--- src/rtl/ctc_pkg.sv ---
package ctc_pkg;

  localparam int ADDR_W  = 2;
  localparam int CTRL_W  = 4;
  localparam int FLAG_W  = 2;
  localparam int FLG_OVF = 0;
  localparam int FLG_TOP = 1;

  typedef enum logic [ADDR_W-1:0] {
    REG_COUNT  = 2'd0,
    REG_TOPCAP = 2'd1,
    REG_CTRL   = 2'd2,
    REG_FLAGS  = 2'd3
  } reg_addr_e;

  // bit0 clr_mode, bit1 edge_rise, bit2 ovf_ie, bit3 top_ie
  typedef struct packed {
    logic top_ie;
    logic ovf_ie;
    logic edge_rise;
    logic clr_mode;
  } ctrl_t;

endpackage

--- src/rtl/ctc_capsync.sv ---
module ctc_capsync #(
  parameter int STAGES = 2
) (
  input  logic clk,
  input  logic rst,
  input  logic cap_in,
  input  logic edge_rise,
  output logic edge_hit
);

  logic [STAGES-1:0] sync_q;
  logic              prev_q;
  logic              cur;

  generate
    if (STAGES == 1) begin : g_one
      always_ff @(posedge clk) begin
        if (rst) sync_q <= '0;
        else     sync_q <= cap_in;
      end
    end else begin : g_chain
      always_ff @(posedge clk) begin
        if (rst) sync_q <= '0;
        else     sync_q <= {sync_q[STAGES-2:0], cap_in};
      end
    end
  endgenerate

  assign cur = sync_q[STAGES-1];

  always_ff @(posedge clk) begin
    if (rst) prev_q <= 1'b0;
    else     prev_q <= cur;
  end

  // one-cycle pulse; consumer registers it on the following edge
  assign edge_hit = edge_rise ? (cur & ~prev_q) : (~cur & prev_q);

endmodule

--- src/rtl/ctc_counter.sv ---
module ctc_counter #(
  parameter int W = 16
) (
  input  logic         clk,
  input  logic         rst,
  input  logic         tick,
  input  logic         clr_mode,
  input  logic [W-1:0] top,
  input  logic         wr_en,
  input  logic [W-1:0] wr_data,
  output logic [W-1:0] count,
  output logic         ovf_evt,
  output logic         top_evt
);

  localparam logic [W-1:0] CNT_MAX = '1;

  logic step;

  // a software write in the same cycle suppresses the tick
  assign step    = tick & ~wr_en;
  assign top_evt = step & clr_mode & (count == top);
  assign ovf_evt = step & (count == CNT_MAX);

  always_ff @(posedge clk) begin
    if (rst)          count <= '0;
    else if (wr_en)   count <= wr_data;
    else if (top_evt) count <= '0;
    else if (step)    count <= count + 1'b1;
  end

endmodule

--- src/rtl/ctc_regs.sv ---
module ctc_regs
  import ctc_pkg::*;
#(
  parameter int W = 16
) (
  input  logic              clk,
  input  logic              rst,
  input  logic              bus_we,
  input  logic [ADDR_W-1:0] bus_addr,
  input  logic [W-1:0]      bus_wdata,
  input  logic [W-1:0]      count,
  input  logic              ovf_evt,
  input  logic              top_evt,
  input  logic              cap_evt,
  output logic              cnt_wr,
  output logic [W-1:0]      topcap,
  output ctrl_t             ctrl,
  output logic [FLAG_W-1:0] flags,
  output logic [W-1:0]      bus_rdata,
  output logic              irq_ovf,
  output logic              irq_top
);

  logic              wr_top, wr_ctl, wr_flg;
  logic              cap_take;
  logic [FLAG_W-1:0] flag_set, flag_clr, flags_d;
  ctrl_t             ctrl_d;

  assign cnt_wr = bus_we && (bus_addr == REG_COUNT);
  assign wr_top = bus_we && (bus_addr == REG_TOPCAP);
  assign wr_ctl = bus_we && (bus_addr == REG_CTRL);
  assign wr_flg = bus_we && (bus_addr == REG_FLAGS);

  assign cap_take = cap_evt & ~ctrl.clr_mode;

  always_comb begin
    flag_set          = '0;
    flag_set[FLG_OVF] = ovf_evt;
    flag_set[FLG_TOP] = top_evt | cap_take;
    flag_clr          = wr_flg ? bus_wdata[FLAG_W-1:0] : '0;
    flags_d           = (flags & ~flag_clr) | flag_set;
    ctrl_d            = wr_ctl ? ctrl_t'(bus_wdata[CTRL_W-1:0]) : ctrl;
  end

  always_ff @(posedge clk) begin
    if (rst) begin
      topcap  <= '0;
      ctrl    <= '0;
      flags   <= '0;
      irq_ovf <= 1'b0;
      irq_top <= 1'b0;
    end else begin
      if (wr_top)        topcap <= bus_wdata;
      else if (cap_take) topcap <= count;
      ctrl    <= ctrl_d;
      flags   <= flags_d;
      irq_ovf <= flags_d[FLG_OVF] & ctrl_d.ovf_ie;
      irq_top <= flags_d[FLG_TOP] & ctrl_d.top_ie;
    end
  end

  always_ff @(posedge clk) begin
    if (rst) begin
      bus_rdata <= '0;
    end else begin
      case (reg_addr_e'(bus_addr))
        REG_COUNT:  bus_rdata <= count;
        REG_TOPCAP: bus_rdata <= topcap;
        REG_CTRL:   bus_rdata <= {{(W-CTRL_W){1'b0}}, ctrl};
        default:    bus_rdata <= {{(W-FLAG_W){1'b0}}, flags};
      endcase
    end
  end

endmodule

--- src/rtl/ctc_timer16.sv ---
module ctc_timer16
  import ctc_pkg::*;
#(
  parameter int CNT_W       = 16,
  parameter int SYNC_STAGES = 2
) (
  input  logic              clk,
  input  logic              rst,
  input  logic              tick,
  input  logic              cap_in,
  input  logic              bus_we,
  input  logic [ADDR_W-1:0] bus_addr,
  input  logic [CNT_W-1:0]  bus_wdata,
  output logic [CNT_W-1:0]  bus_rdata,
  output logic              irq_ovf,
  output logic              irq_top
);

  logic [CNT_W-1:0]  count_w, topcap_w;
  logic              ovf_evt_w, top_evt_w, cap_evt_w, cnt_wr_w;
  logic              clr_mode_w;
  logic [FLAG_W-1:0] flags_w;
  ctrl_t             ctrl_w;

  assign clr_mode_w = ctrl_w.clr_mode;

  ctc_capsync #(.STAGES(SYNC_STAGES)) u_sync (
    .clk       (clk),
    .rst       (rst),
    .cap_in    (cap_in),
    .edge_rise (ctrl_w.edge_rise),
    .edge_hit  (cap_evt_w)
  );

  ctc_counter #(.W(CNT_W)) u_cnt (
    .clk      (clk),
    .rst      (rst),
    .tick     (tick),
    .clr_mode (clr_mode_w),
    .top      (topcap_w),
    .wr_en    (cnt_wr_w),
    .wr_data  (bus_wdata),
    .count    (count_w),
    .ovf_evt  (ovf_evt_w),
    .top_evt  (top_evt_w)
  );

  ctc_regs #(.W(CNT_W)) u_regs (
    .clk       (clk),
    .rst       (rst),
    .bus_we    (bus_we),
    .bus_addr  (bus_addr),
    .bus_wdata (bus_wdata),
    .count     (count_w),
    .ovf_evt   (ovf_evt_w),
    .top_evt   (top_evt_w),
    .cap_evt   (cap_evt_w),
    .cnt_wr    (cnt_wr_w),
    .topcap    (topcap_w),
    .ctrl      (ctrl_w),
    .flags     (flags_w),
    .bus_rdata (bus_rdata),
    .irq_ovf   (irq_ovf),
    .irq_top   (irq_top)
  );

endmodule

--- config.mk ---
export PLATFORM = sky130hd
export DESIGN_NAME = ctc_timer16
export DESIGN_NICKNAME = d
export VERILOG_FILES = /design/src/rtl/ctc_pkg.sv /design/src/rtl/ctc_capsync.sv /design/src/rtl/ctc_counter.sv /design/src/rtl/ctc_regs.sv /design/src/rtl/ctc_timer16.sv
export SDC_FILE = /design/constraint.sdc
export NUM_CORES = 1
export LEC_CHECK = 0
export ABC_AREA = 1
export BUFFER_PORTS_ARGS = -buffer_cell sky130_fd_sc_hd__clkbuf_2
export CAP_MARGIN = 20
export CORE_MARGIN = 3
export CORE_UTILIZATION = 25
export CTS_BUF_LIST = sky130_fd_sc_hd__clkbuf_4
export CTS_CLUSTER_DIAMETER = 100
export DETAILED_ROUTE_END_ITERATION = 8
export PLACE_DENSITY_LB_ADDON = 0.05
export SLEW_MARGIN = 20
export SYNTH_ARGS = -nofsm -noshare
export SYNTH_HDL_FRONTEND = slang
export SYNTH_SLANG_ARGS = --single-unit
--- constraint.sdc ---
create_clock -name clk -period 1.5 [get_ports clk]
set_clock_uncertainty 0.05 [all_clocks]
set_input_delay 0.45 -clock clk [delete_from_list [all_inputs] [get_ports clk]]
set_output_delay 0.45 -clock clk [all_outputs]
set_load 0.1 [all_outputs]
==> impl_metrics.py <==
metrics = {
    "clock_tree": {
        "htree_levels": 3,
        "cts_tree": "yes",
        "ctsHoldBuffers": 0,
        "clock_sinks": 59,
        "insertion_delay_ns": 0.44,
        "path_clk_slew_ns": 0.11,
        "cts_buffer_depth": 2,
        "cts_buffers": 9,
        "cts_root_buffer": "clkbuf_4",
    },
    "global_routing": {
        "grt_usage": 0.1688,
        "overflow": 0,
        "grt_max_degree": 34,
        "grt_pass1_vias": 3652,
        "grt_pass1_wl_um": 18750,
        "antenna_found_initial": 0,
    },
    "pwr": {
        "seqPwrFrac": 0.472,
        "p_per_area_mw_per_mm2": 705.9,
        "p_sw_frac": 0.3443,
        "combinationalPowerShare": 0.268,
        "peakVddDrop_mv": 0.4593,
        "p_sw_mw": 1.244,
        "leakage_nw": 2.198,
        "p_int_mw": 2.368,
        "power_mw": 3.612,
        "pwr-share-clk": 0.260,
    },
    "timing": {
        "setup_viol_count_final": 1,
        "max-slew-margin-rel": 0.7035,
        "fin_crit_sh": 1.018,
        "fin_crit_ns": 1.528,
        "slew_violations": 0,
        "worst_slew_pin_slew_ns": 0.4448,
        "rsz0062_at_grt": "true",
        "hold_viol_final": 0,
        "fmax_ghz": 0.6546,
        "timing.final.ws_setup_ns": -0.02761,
    },
    "floorplanning": {
        "die_width_um": 119.6,
        "die_h_um": 119.6,
        "dieArea_mm2": 0.01431,
        "core.rowCount": 40,
        "io_pins": 41,
        "core_area_mm2": 0.01231,
        "start_util": 0.2621,
    },
    "placed_design": {
        "globalplace.congestion": 0.8314,
        "dp_cells": 781,
        "hpwlAfterDp_um": 8436,
        "portBuffers": 40,
    },
    "final_layout": {
        "final_common_cell": "nand2_1",
        "antenna_cells": 0,
        "finalNetCount": 657,
        "drive_gt1_frac": 0.4144,
        "fillers": 1328,
        "area_delta_synth_final_pct": 58.59,
        "stdcell_count": 805,
        "regArea_mm2": 0.001232,
        "multi_input_area_mm2": 0.001997,
        "layout_common_cells": "nand2_1, buf_4, inv_1",
    },
    "drt": {
        "wl_per_cell_um": 14.80,
        "drt-initial-drc-count": 220,
        "dr_total_vias": 3606,
        "dr.pass1.iters": 4,
        "via_per_inst": 4.480,
        "drc": 0,
        "drt-total-wl_um": 11910,
        "ant_nets": 0,
    },
    "setup_path": {
        "reg2reg_from": "u_cnt.count[0]",
        "setup.worst_path.class": "flop to flop",
        "end_kind": "flop",
        "worst-r2r-cell-count": 9,
        "rr_endpoint": "u_cnt.count[6]",
        "crit_arrival_ns": 1.84,
        "required_ns": 1.81,
        "critPathLaunchType": "flop",
        "worstPathMaxFanout": 3,
        "r2r_setup_slack_ns": -0.03,
    },
    "synthesis": {
        "syn_area_mm2": 0.003227,
        "synth_cells": 507,
        "synth-seq-cells": 59,
        "synth_nets": 531,
        "synth.avg_cell_area_um2": 6.365,
        "seq_area_frac_synth": 0.3660,
        "yosysUniqueCellTypes": 26,
        "ys_warn_count": 0,
    },
    "hold_path": {
        "whs_path_depth": 3,
        "hold_start": "cap_in",
        "hold_class": "primary input to flop",
        "hold_path_end": "u_sync.sync_q[0]",
    },
    "outcome": {
        "status": "finished with violations",
        "violations": "negative setup slack",
    },
    "flow_run": {
        "drv_cap": 0,
    },
}
[per-layer routing]
| metal | share of wire | vias up | GRT usage |
|---|---|---|---|
| met5 | 0 | - | 0 |
| met4 | 0.014 | 0 | 0.05154 |
| met3 | 0.043 | 9 | 0.04948 |
| met2 | 0.46 | 56 | 0.2722 |
| met1 | 0.48 | 1678 | 0.2179 |
| li1 | - | 1863 | - |
[synth_stat cells]
| cell type | number | share of area |
|---|---|---|
| buf_2 | 3 | 0.0047 |
| nor2_4 | 2 | 0.0070 |
| buf_4 | 4 | 0.0093 |
| a21boi_0 | 1 | 0.0023 |
| nand2_2 | 2 | 0.0039 |
| o22ai_1 | 3 | 0.0058 |
| inv_1 | 78 | 0.091 |
| nand4_1 | 3 | 0.0058 |
| nor2_2 | 3 | 0.0058 |
| dfxtp_1 | 59 | 0.37 |
| nand2_1 | 146 | 0.17 |
| nor2_1 | 37 | 0.043 |
| ha_1 | 1 | 0.0039 |
| a21oi_1 | 49 | 0.076 |
| buf_1 | 1 | 0.0012 |
| clkbuf_1 | 9 | 0.010 |
| nor3_1 | 3 | 0.0047 |
| nand3_2 | 3 | 0.0093 |
| nand3_1 | 26 | 0.040 |
| xor2_1 | 11 | 0.030 |
| a21oi_4 | 2 | 0.010 |
| o21ai_0 | 54 | 0.084 |
| a31oi_1 | 1 | 0.0019 |
| nor3b_1 | 1 | 0.0023 |
| inv_2 | 1 | 0.0012 |
| o221ai_1 | 4 | 0.011 |
[critical path, cell delays in order (launching register included)]
cell and delay, ns:
dfxtp_2 0.38, ha_4 0.15, nand2_2 0.05, nor2_1 0.10, buf_4 0.16, nand2_4 0.08
buf_6 0.12, xor2_2 0.15, nand3_2 0.08, a21oi_2 0.13
[power groups by stage]
| stage | clock (mW) | combinational (mW) | sequential, mW |
|---|---|---|---|
| floorplan | 0 | 0.365 | 1.80 |
| finish | 0.938 | 0.968 | 1.71 |
| CTS | 1.00 | 0.894 | 1.70 |
| detailed placement | 0 | 0.822 | 1.73 |
| global route | 1.07 | 1.06 | 1.72 |
| global placement | 0 | 0.821 | 1.73 |
[cell families after synthesis]
logic type | after synthesis | synth area share
and+or+nand+nor | 226 | 0.2920
AOI/OAI and AO/OA | 114 | 0.1908
buffers and inverters | 96 | 0.1175
DFF | 59 | 0.3660
xor gates and xnor gates | 11 | 0.02986
adders and majority gates | 1 | 0.003877
[metrics by stage]
stage               utilization  instance area, µm²   TNS, ns  worst slack [ns]  hold WS (ns)
floorplan                     -                3227         0           0.03201        0.3383
detailed placement       0.3664                4511    -4.704           -0.1776        0.3536
global placement         0.3664                4511    -4.058           -0.1521        0.3478
global route             0.4157                5117    -1.641           -0.1148        0.1173
finish                   0.4157                5117  -0.02761          -0.02761        0.1571
CTS                      0.3928                4836   -0.1024          -0.03536        0.1246
[how the worst max path moves through the flow]
stage | start | end | slack, ns | cells past startpoint
3_3_place_gp | u_cnt.count[5] | u_cnt.count[9] | -0.15 | 9
3_5_place_dp | u_cnt.count[5] | u_cnt.count[2] | -0.18 | 9
5_1_grt | u_regs.topcap[10] | u_cnt.count[6] | -0.11 | 9
4_1_cts | u_regs.irq_top | irq_top | -0.04 | 1
2_1_floorplan | bus_addr[1] | u_regs.topcap[0] | 0.03 | 7
6_report | u_cnt.count[0] | u_cnt.count[6] | -0.03 | 9
[registers in the layout (all words and copies together) (netlist names)]
signal,count
u_regs.ctrl,4
u_regs.topcap,16
u_cnt.count,16
u_sync.sync_q,2
u_sync.prev_q,1
u_regs.bus_rdata,16
u_regs.flags,2
u_regs.irq_top,1
u_regs.irq_ovf,1
[cell type report]
cell class                 instances  share of cell area
tap                              168             0.04108
clock inverter                     5            0.004156
timing repair buffer             131              0.2506
multi-input combinational        353              0.3902
clock buffer                      10             0.01467
inverter                          79             0.05844
sequential                        59              0.2408
[what timing repair did]
item,4_1_cts,5_1_grt
gates resized for setup,76,61
setup buffers,2,5
pin swaps,19,25
gates cloned,1,2
setup endpoints to repair,38,40
Power figures use the tool's default switching activity.
